===== src/rtl/mesh_route_pkg.sv =====
package mesh_route_pkg;

  typedef enum logic [1:0] {
    FN_PLUS1  = 2'b00,
    FN_MINUS1 = 2'b01,
    FN_PLUSR  = 2'b10,
    FN_MINUSR = 2'b11
  } routeFn_e;

  typedef struct packed {
    logic     loadRegs;
    logic     doStep;
    logic     loadMask;
    routeFn_e fn;
  } meshCtrl_t;

endpackage


===== src/rtl/mesh_route_ctrl.sv =====
module mesh_route_ctrl
  import mesh_route_pkg::*;
(
  input  logic       clk,
  input  logic       rstN,
  input  logic       regLoad,
  input  logic       maskLoad,
  input  logic       stepStrobe,
  input  logic [1:0] funcSel,
  output meshCtrl_t  ctrl,
  output logic       done
);

  logic stepPend;

  always_comb begin
    ctrl.loadRegs = regLoad;
    ctrl.doStep   = stepStrobe & ~regLoad;
    ctrl.loadMask = maskLoad;
    ctrl.fn       = routeFn_e'(funcSel);
  end

  always_ff @(posedge clk or negedge rstN) begin
    if (!rstN) begin
      stepPend <= 1'b0;
      done     <= 1'b0;
    end else begin
      stepPend <= ctrl.doStep;
      done     <= stepPend;
    end
  end

endmodule


===== src/rtl/mesh_route_datapath.sv =====
module mesh_route_datapath
  import mesh_route_pkg::*;
#(
  parameter  int SIDE  = 8,
  parameter  int WIDTH = 8,
  localparam int N     = SIDE * SIDE
) (
  input  logic             clk,
  input  logic             rstN,
  input  meshCtrl_t        ctrl,
  input  logic [N*WIDTH-1:0] regIn,
  input  logic [N-1:0]     maskIn,
  output logic [N*WIDTH-1:0] regOut
);

  logic [WIDTH-1:0] routeQ [N];
  logic [N-1:0]     statusQ;
  logic [N-1:0]     maskEff;

  assign maskEff = ctrl.loadMask ? maskIn : statusQ;

  always_ff @(posedge clk or negedge rstN) begin
    if (!rstN)              statusQ <= '1;
    else if (ctrl.loadMask) statusQ <= maskIn;
  end

  for (genvar j = 0; j < N; j++) begin : gElem
    localparam int SRC_P1 = (j + N - 1) % N;
    localparam int SRC_M1 = (j + 1) % N;
    localparam int SRC_PR = (j + N - SIDE) % N;
    localparam int SRC_MR = (j + SIDE) % N;

    logic [WIDTH-1:0] srcVal;
    logic             srcEn;
    logic [WIDTH-1:0] nextVal;

    always_comb begin
      unique case (ctrl.fn)
        FN_PLUS1:  begin srcVal = routeQ[SRC_P1]; srcEn = maskEff[SRC_P1]; end
        FN_MINUS1: begin srcVal = routeQ[SRC_M1]; srcEn = maskEff[SRC_M1]; end
        FN_PLUSR:  begin srcVal = routeQ[SRC_PR]; srcEn = maskEff[SRC_PR]; end
        default:   begin srcVal = routeQ[SRC_MR]; srcEn = maskEff[SRC_MR]; end
      endcase
      nextVal = srcEn ? srcVal : routeQ[j];
    end

    always_ff @(posedge clk or negedge rstN) begin
      if (!rstN)              routeQ[j] <= '0;
      else if (ctrl.loadRegs) routeQ[j] <= regIn[j*WIDTH +: WIDTH];
      else if (ctrl.doStep)   routeQ[j] <= nextVal;
    end

    assign regOut[j*WIDTH +: WIDTH] = routeQ[j];
  end

endmodule


===== src/rtl/mesh_route_top.sv =====
module mesh_route_top
  import mesh_route_pkg::*;
#(
  parameter  int SIDE  = 8,
  parameter  int WIDTH = 8,
  localparam int N     = SIDE * SIDE
) (
  input  logic               clk,
  input  logic               rstN,
  input  logic               regLoad,
  input  logic [N*WIDTH-1:0] regIn,
  input  logic               maskLoad,
  input  logic [N-1:0]       maskIn,
  input  logic               stepStrobe,
  input  logic [1:0]         funcSel,
  output logic [N*WIDTH-1:0] regOut,
  output logic               done
);

  meshCtrl_t ctrl;

  mesh_route_ctrl uCtrl (
    .clk        (clk),
    .rstN       (rstN),
    .regLoad    (regLoad),
    .maskLoad   (maskLoad),
    .stepStrobe (stepStrobe),
    .funcSel    (funcSel),
    .ctrl       (ctrl),
    .done       (done)
  );

  mesh_route_datapath #(.SIDE(SIDE), .WIDTH(WIDTH)) uData (
    .clk    (clk),
    .rstN   (rstN),
    .ctrl   (ctrl),
    .regIn  (regIn),
    .maskIn (maskIn),
    .regOut (regOut)
  );

endmodule


===== config.mk =====
export PLATFORM = sky130hd
export DESIGN_NAME = mesh_route_top
export DESIGN_NICKNAME = d
export VERILOG_FILES = /design/src/rtl/mesh_route_pkg.sv /design/src/rtl/mesh_route_ctrl.sv /design/src/rtl/mesh_route_datapath.sv /design/src/rtl/mesh_route_top.sv
export SDC_FILE = /design/constraint.sdc
export NUM_CORES = 1
export LEC_CHECK = 0
export CORE_AREA = 2 2 426 428
export CTS_CLUSTER_DIAMETER = 200
export DETAILED_ROUTE_END_ITERATION = 12
export DIE_AREA = 0 0 428 430
export GPL_TIMING_DRIVEN = 0
export PLACE_DENSITY = 0.4
export SETUP_SLACK_MARGIN = 0.15
export SKIP_LAST_GASP = 1
export SYNTH_ARGS = -nofsm -noshare
export SYNTH_HDL_FRONTEND = slang
export SYNTH_SLANG_ARGS = --single-unit

===== constraint.sdc =====
create_clock -name clk -period 2.9 [get_ports clk]
set_input_delay 0.58 -clock clk [delete_from_list [all_inputs] [get_ports clk]]
set_output_delay 0.58 -clock clk [all_outputs]
set_load 0.02 [all_outputs]

==> flow_summary_export.csv, run 1 <==
group,metric,value,unit
sta,setup_violations,0,
cts,cts_tree,"done",
cts,cts_max_level,3,
grt,grt_start_max_net_pins,104,
critical_path,max_stage_delay,1.02,ns
grt,grt_first_pass_wirelength,470200,µm
floorplanning,design.core.area,0.1798,mm²
critical_path,worst-endpoint-required,3.50,ns
sta,slew_viol_final,10,
grt,antenna_found_initial,111,
grt,gr-total-overflow,0,
critical_path,worstPathArrival,3.50,ns
routing,drtIter0Drc,6331,
place,gp_congestion,1.002,
floorplanning,initial_core_util,23.43,%
status,status,"finished with violations",
cts,clkSinkCount,578,
power,powerDensity,899.7,mW/mm²
cells_and_area,final_util,33.75,%
place,dp.cells,6235,
sta,layout_min_cycle_time,2.900,ns
cts,clkTransAtPathRegs,0.07,ns
critical_path,crit_cells,6,
cts,insertion_delay,0.75,ns
cells_and_area,syn_to_final_growth,44.05,%
synth,postSynthAreaPerCell,15.22,µm²
routing,wl_per_cell,58.64,µm
routing,postRouteAntennaNets,0,
cts,cts_buffer_depth,3,
routing,wl,380000,µm
critical_path,path_delay_family,"buffers and inverters",
floorplanning,dieHeight,430,µm
synth,ys_seq_area_share,34.53,%
critical_path,crit_buf_inv,4,
status,violations,"max-capacitance violations, max-slew violations",
synth,ys_seq_elements,578,
synth,syn_inst,2767,
critical_path,criticalPathCategory,"input pin to register",
floorplanning,row_count,156,
cells_and_area,finalNonFillerCells,6481,
synth,synth_fp_nets,3350,
critical_path,worstPathMaxFanout,10,
cts,cts-root-buf,"clkbuf_16",
floorplanning,fp.dieW,428,µm
cts,numCtsBuffers,84,
floorplanning,dieArea,0.1840,mm²
synth,synth_area,0.04212,mm²
grt,track_usage,40.07,%
min_path,hp-class,"input pin to asynchronous set/reset pin",
sta,period_share,100.0,%
grt,grt_pass1_vias,39140,
sta,fmax,344.8,MHz
floorplanning,io_pins,1096,
sta,fin_setup_tns,0,ns
place,portBuffers,1091,
power,ir_drop,0.4327,mV
place,dp_hpwl,301100,µm
sta,skew,0.04044,ns
critical_path,end_kind,"register",
cells_and_area,layout.nets,4583,
critical_path,r2r_cells,4,
critical_path,start_kind,"input pin",
critical_path,cp_cell_sequence,"buf_2 -> buf_2 -> clkbuf_1 -> clkbuf_1 -> mux2_2 -> mux2_2",
critical_path,slowest_stage,"clkbuf_1",
routing,vias_per_cell,6.289,
sta,tightest_slew,1.502,ns
routing,route.detailed.drc,0,
power,p_leak,0.02219,µW
cells_and_area,drive_gt1_share,54.80,%
sta,hold_viol,0,
synth,synth_cell_type_count,41,
routing,drt_pass1_iterations,7,
routing,vias,40760,
sta,maxSlewHeadroom,-0.1409,%
flow_run,cap_viol_max_count,1,
sta,rsz0062_at_grt,"no",
synth,yosysWarnings,0,
[cell usage in the layout (no fill, tap or decap), types with 45 or more instances in the layout]
cell type	Yosys	final
clkdlybuf4s50_1	0	1049
dfrtp_1	514	289
dfrtp_2	0	209
mux2_2	938	938
o211ai_1	56	56
buf_12	0	47
clkbuf_16	0	87
buf_2	106	80
mux2_4	51	51
mux4_2	513	513
o22ai_1	91	91
dfstp_2	64	64
diode_2	0	45
nand2_1	57	57
nor3_4	43	47
clkbuf_1	82	79
inv_1	56	56
[per-stage QoR]
stage | worst slack (ns) | total power, µW | area [µm²] | hold WS, ns
after floorplan | 0.5218 | 24700 | 42120 | 0.2844
after global placement | -30.14 | 41920 | 56000 | 0.4433
after detailed placement | -1.447 | 42000 | 56220 | 0.4364
after CTS | 0.01788 | 53370 | 60050 | 0.3396
after global routing | 0.08071 | 54480 | 60590 | 0.3781
final | 0.00003930 | 54590 | 60670 | 0.3508
[cells by family after synthesis]
family	after synthesis	share of synthesized area (%)
compound gates	256	4.703
buf+inv	295	3.505
flops	578	34.53
mux	1521	54.79
simple gates	117	2.472
[registers in the layout, indices dropped and copies added (netlist names)]
register        count
uData.regOut      512
uCtrl.stepPend      1
uData.statusQ      64
uCtrl.done          1
[cell usage after synthesis]
library cell,number,share of area [%]
a22o_1,6,0.12
a21oi_2,7,0.15
nand2b_1,2,0.030
a21oi_4,2,0.077
nand2_1,57,0.51
a31o_2,1,0.021
or3_1,1,0.015
nand3b_1,1,0.018
mux2_1,3,0.080
o22ai_1,91,1.4
o21a_4,1,0.036
o311ai_1,16,0.33
and2_4,1,0.021
nor2_2,1,0.015
a21oi_1,9,0.11
buf_6,27,0.72
nor3_4,43,1.7
dfstp_2,64,4.0
mux2i_1,16,0.38
buf_1,15,0.13
o211ai_1,56,1.0
o22ai_2,9,0.27
or2_2,1,0.015
a222oi_1,8,0.19
mux2_2,938,25
dfrtp_1,514,31
o311ai_0,40,0.83
or3b_1,2,0.042
buf_2,106,1.3
o2bb2ai_2,2,0.071
clkbuf_1,82,0.73
mux2_4,51,1.8
o21a_1,6,0.11
nor3_2,4,0.095
nor2b_1,3,0.045
a221oi_1,1,0.021
buf_4,9,0.16
nor2_1,1,0.0089
inv_1,56,0.50
mux4_2,513,27
o22a_1,1,0.021
[worst register-to-register path: cells and delay by family (launching register included)]
kind,cells,cell delay [ns]
DFF,1,0.51
muxes,2,0.74
AOI/OAI and AO/OA,1,0.18
and+or+nand+nor,1,0.77
[where the power goes]
group | total, µW | internal [µW] | leakage [µW] | switching (µW)
Clock | 11100 | 6330 | 0.00136 | 4730
Sequential | 22200 | 10500 | 0.00650 | 11700
Combinational | 21300 | 11700 | 0.0143 | 9590
[layer usage]
layer,routed length (µm),global-route usage [%]
met1,139100,48.13
met2,166600,61.22
met3,35950,10.07
met4,37830,31.51
met5,569,1.249
[repair_timing]
action / CTS / global route
hold endpoints to repair: 26 / 0
gates resized for setup: 366 / 45
endpoints found under the setup margin: 764 / 258
pin swaps: 27 / 21
setup buffers: 27 / 21
hold buffers: 1 / 0
[layout make-up]
| class | count | area, µm² |
|---|---|---|
| inverters | 56 | 210.2 |
| well taps | 2370 | 2965 |
| plain buffers | 239 | 1464 |
| clock inverters | 28 | 311.5 |
| diodes | 45 | 112.6 |
| flip-flops and latches | 578 | 14870 |
| fillers | 17710 | 119100 |
| repair buffers | 1147 | 12030 |
| clock buffers | 124 | 2466 |
| multi-input cells | 1894 | 26250 |
[final timing paths]
kind / slack [ns] / to / from
max: 0.00004 / uData.regOut[157] / regLoad
min: 0.35 / uData.regOut[427] / rstN
max reg2reg: 0.57 / uData.regOut[137] / uData.statusQ[9]
min reg2reg: 0.45 / uCtrl.done / uCtrl.stepPend
max in group asynchronous: 0.63 / uData.regOut[215] / rstN
min in group clk: 0.42 / uData.statusQ[15] / maskLoad
Power figures use the tool's default switching activity.
==> run 2, diff against run 1 <==
CORE_AREA = 2 2 433 435   (was 2 2 426 428)
DIE_AREA = 0 0 435 437   (was 0 0 428 430)
GPL_ROUTABILITY_DRIVEN = 0   (was unset)
PLACE_DENSITY = 0.39   (was 0.4)
SYNTH_HIERARCHICAL = 1   (was unset)
==> flow_summary_export.csv, run 2 <==
group,metric,value,unit
synth,synth_compound_area_share,2.257,%
sta,skew,0.06523,ns
critical_path,crit_start,"regLoad",
cells_and_area,mostFrequentLayoutCells,"mux2_2 (1,086), clkdlybuf4s50_1 (1,072), mux4_2 (512)",
floorplanning,dieArea,0.1901,mm²
synth,postSynthAreaPerCell,15.73,µm²
cts,clkTransAtPathRegs,0.06,ns
sta,layout_min_cycle_time,2.834,ns
cts,cts_tree,"done",
synth,synth_area,0.04102,mm²
grt,antenna_found_initial,151,
routing,drtIter0Drc,5670,
routing,route.detailed.drc,0,
cells_and_area,final_common_cell,"mux2_2",
sta,hold_viol,0,
synth,synth.most_common_cell,"mux2_2",
critical_path,start_kind,"input pin",
synth,synthMuxAreaShare,57.97,%
cts,cts_max_level,3,
cts,cts-root-buf,"clkbuf_16",
routing,postRouteAntennaNets,0,
place,portBuffers,1092,
cts,cts_buffer_depth,3,
sta,fmax,352.8,MHz
floorplanning,io_pins,1096,
synth,synth-async-reset-ratio,100.0,%
cells_and_area,largest_reg_flops,512,
critical_path,r2r_cells,4,
cells_and_area,layout.nets,4430,
place,dp_slack,-1.506,ns
synth,synth_cell_type_count,28,
flow_run,cap_viol_max_count,0,
synth,syn_inst,2607,
cells_and_area,seqCellArea,0.01482,mm²
critical_path,end_kind,"register",
synth,synth_simple_gate_area_share,1.595,%
synth,yosysWarnings,6,
routing,wl,343400,µm
min_path,hp-class,"input pin to asynchronous set/reset pin",
critical_path,worst-endpoint-required,3.51,ns
synth,synthTopCellsByArea,"dfrtp_1 (31%), mux2_2 (30%), mux4_2 (28%), dfstp_2 (4.1%), o22ai_1 (1.6%)",
synth,yosys.area.top_type,"dfrtp_1",
synth,synthTopCellsByCount,"mux2_2 (1,086), dfrtp_1 (514), mux4_2 (512)",
cts,numCtsBuffers,83,
critical_path,worstPathMaxFanout,10,
cells_and_area,drive_gt1_share,58.94,%
grt,grt_start_max_net_pins,97,
power,p_leak,0.02163,µW
sta,fin_setup_tns,0,ns
power,ir_drop,0.5209,mV
floorplanning,dieHeight,437,µm
routing,vias_per_cell,5.918,
grt,track_usage,34.90,%
cts,clkSinkCount,578,
place,dp_hpwl,273700,µm
critical_path,criticalPathCategory,"input pin to register",
floorplanning,design.core.area,0.1850,mm²
cells_and_area,finalNonFillerCells,6491,
synth,synth_top_family_by_area,"multiplexers",
routing,vias,38410,
cells_and_area,syn_to_final_growth,46.21,%
grt,grt_pass1_vias,36390,
sta,setup_violations,0,
routing,drt_pass1_iterations,5,
status,status,"finished clean",
critical_path,max_stage_delay,0.61,ns
sta,slew_viol_final,0,
critical_path,critPathCapture,"uData/regOut[478]",
synth,synth_edf_count,0,
floorplanning,row_count,158,
synth,synth_xor_area_share,0,%
synth,yosys.area_share.adder,0,%
floorplanning,initial_core_util,22.17,%
critical_path,r2r_slack,0.65,ns
critical_path,slowest_stage,"clkdlybuf4s50_1",
power,powerDensity,993.4,mW/mm²
power,finalPower,59580,µW
cts,insertion_delay,0.74,ns
synth,synth_flop_cell,"dfrtp_1",
place,dp.cells,6193,
sta,maxSlewHeadroom,39.95,%
sta,rsz0062_at_grt,"yes",
synth,synth_fp_nets,3190,
critical_path,worstPathArrival,3.44,ns
sta,period_share,97.73,%
grt,grt_first_pass_wirelength,429300,µm
synth,yosysTopAreaCellShare,31.36,%
sta,tightest_slew,0.9008,ns
synth,ys_seq_area_share,35.46,%
routing,wl_per_cell,52.90,µm
grt,gr-total-overflow,0,
critical_path,timing.rr.start,"uData/statusQ[36]",
floorplanning,fp.dieW,435,µm
place,place_area,0.05541,mm²
cells_and_area,multiInputGateArea,0.02575,mm²
cells_and_area,num-fill-cells,18520,
critical_path,regToRegEndpoint,"uData/regOut[287]",
synth,ys_seq_elements,578,
critical_path,cp_cell_sequence,"clkdlybuf4s50_1 -> buf_4 -> buf_2 -> clkbuf_4 -> buf_2 -> mux2_2 -> mux2_2",
cells_and_area,design_area,0.05998,mm²
sta,setup_ws,0.06571,ns
-- run 2: layout make-up --
class                   count  area share, %
clock buffers             127          4.143
repair buffers           1155          20.14
plain buffers             219          2.069
flip-flops and latches    578          24.71
clock inverters            22         0.4068
well taps                2480          5.174
inverters                   1       0.006258
diodes                    100         0.4172
multi-input cells        1809          42.94
-- run 2: routing by layer --
layer / GRT usage, % / part of all wire, % / up-vias
met2: 53.41 / 45 / 2963
met5: 0 / 0.034 / -
met3: 6.489 / 7.8 / 722
met4: 24.38 / 7.6 / 20
met1: 44.46 / 39 / 21260
li1: - / - / 13440
-- run 2: per-stage QoR --
stage	hold slack (ns)	utilization [%]
final	0.04331	32.41
after global routing	0.07278	32.37
after CTS	0.03493	32.22
after detailed placement	0.3372	29.95
after global placement	0.3333	29.75
after floorplan	0.2844	-
-- run 2: how the worst min path moves through the flow --
stage / endpoint / slack, ns
after floorplan: uCtrl/done / 0.28
after global placement: uCtrl/done / 0.33
after detailed placement: uCtrl/done / 0.34
after CTS: uData/statusQ[25] / 0.03
after global routing: uData/statusQ[25] / 0.07
final: uData/statusQ[25] / 0.04
-- run 2: critical path, delay by kind of cell --
family                 cells  cell delay [ns]
muxes                      2             0.66
buffers and inverters      5             2.16
-- run 2: kinds of logic (layout without fill, tap and decap cells) --
kind of cell / count (synthesis) / count (layout)
multiplexers: 1600 / 1600
flip-flops: 578 / 578
buffers and inverters: 220 / 1524
AO/OA/AOI/OAI: 138 / 138
AND/OR/NAND/NOR: 71 / 71
other: 0 / 100
-- run 2: power by group --
| part | switching, µW | internal, µW |
|---|---|---|
| clock network | 4660 | 6100 |
| registers | 14300 | 11000 |
| logic | 9890 | 13700 |
| total | 28800 | 30800 |
-- run 2: what timing repair did --
item | CTS | global route
buffers inserted | 46 | 2
hold buffers | 1 | 0
pin swaps | 39 | 4
hold endpoints to repair | 4 | 0
endpoints found under the setup margin | 756 | 352
gates resized for setup | 308 | 76
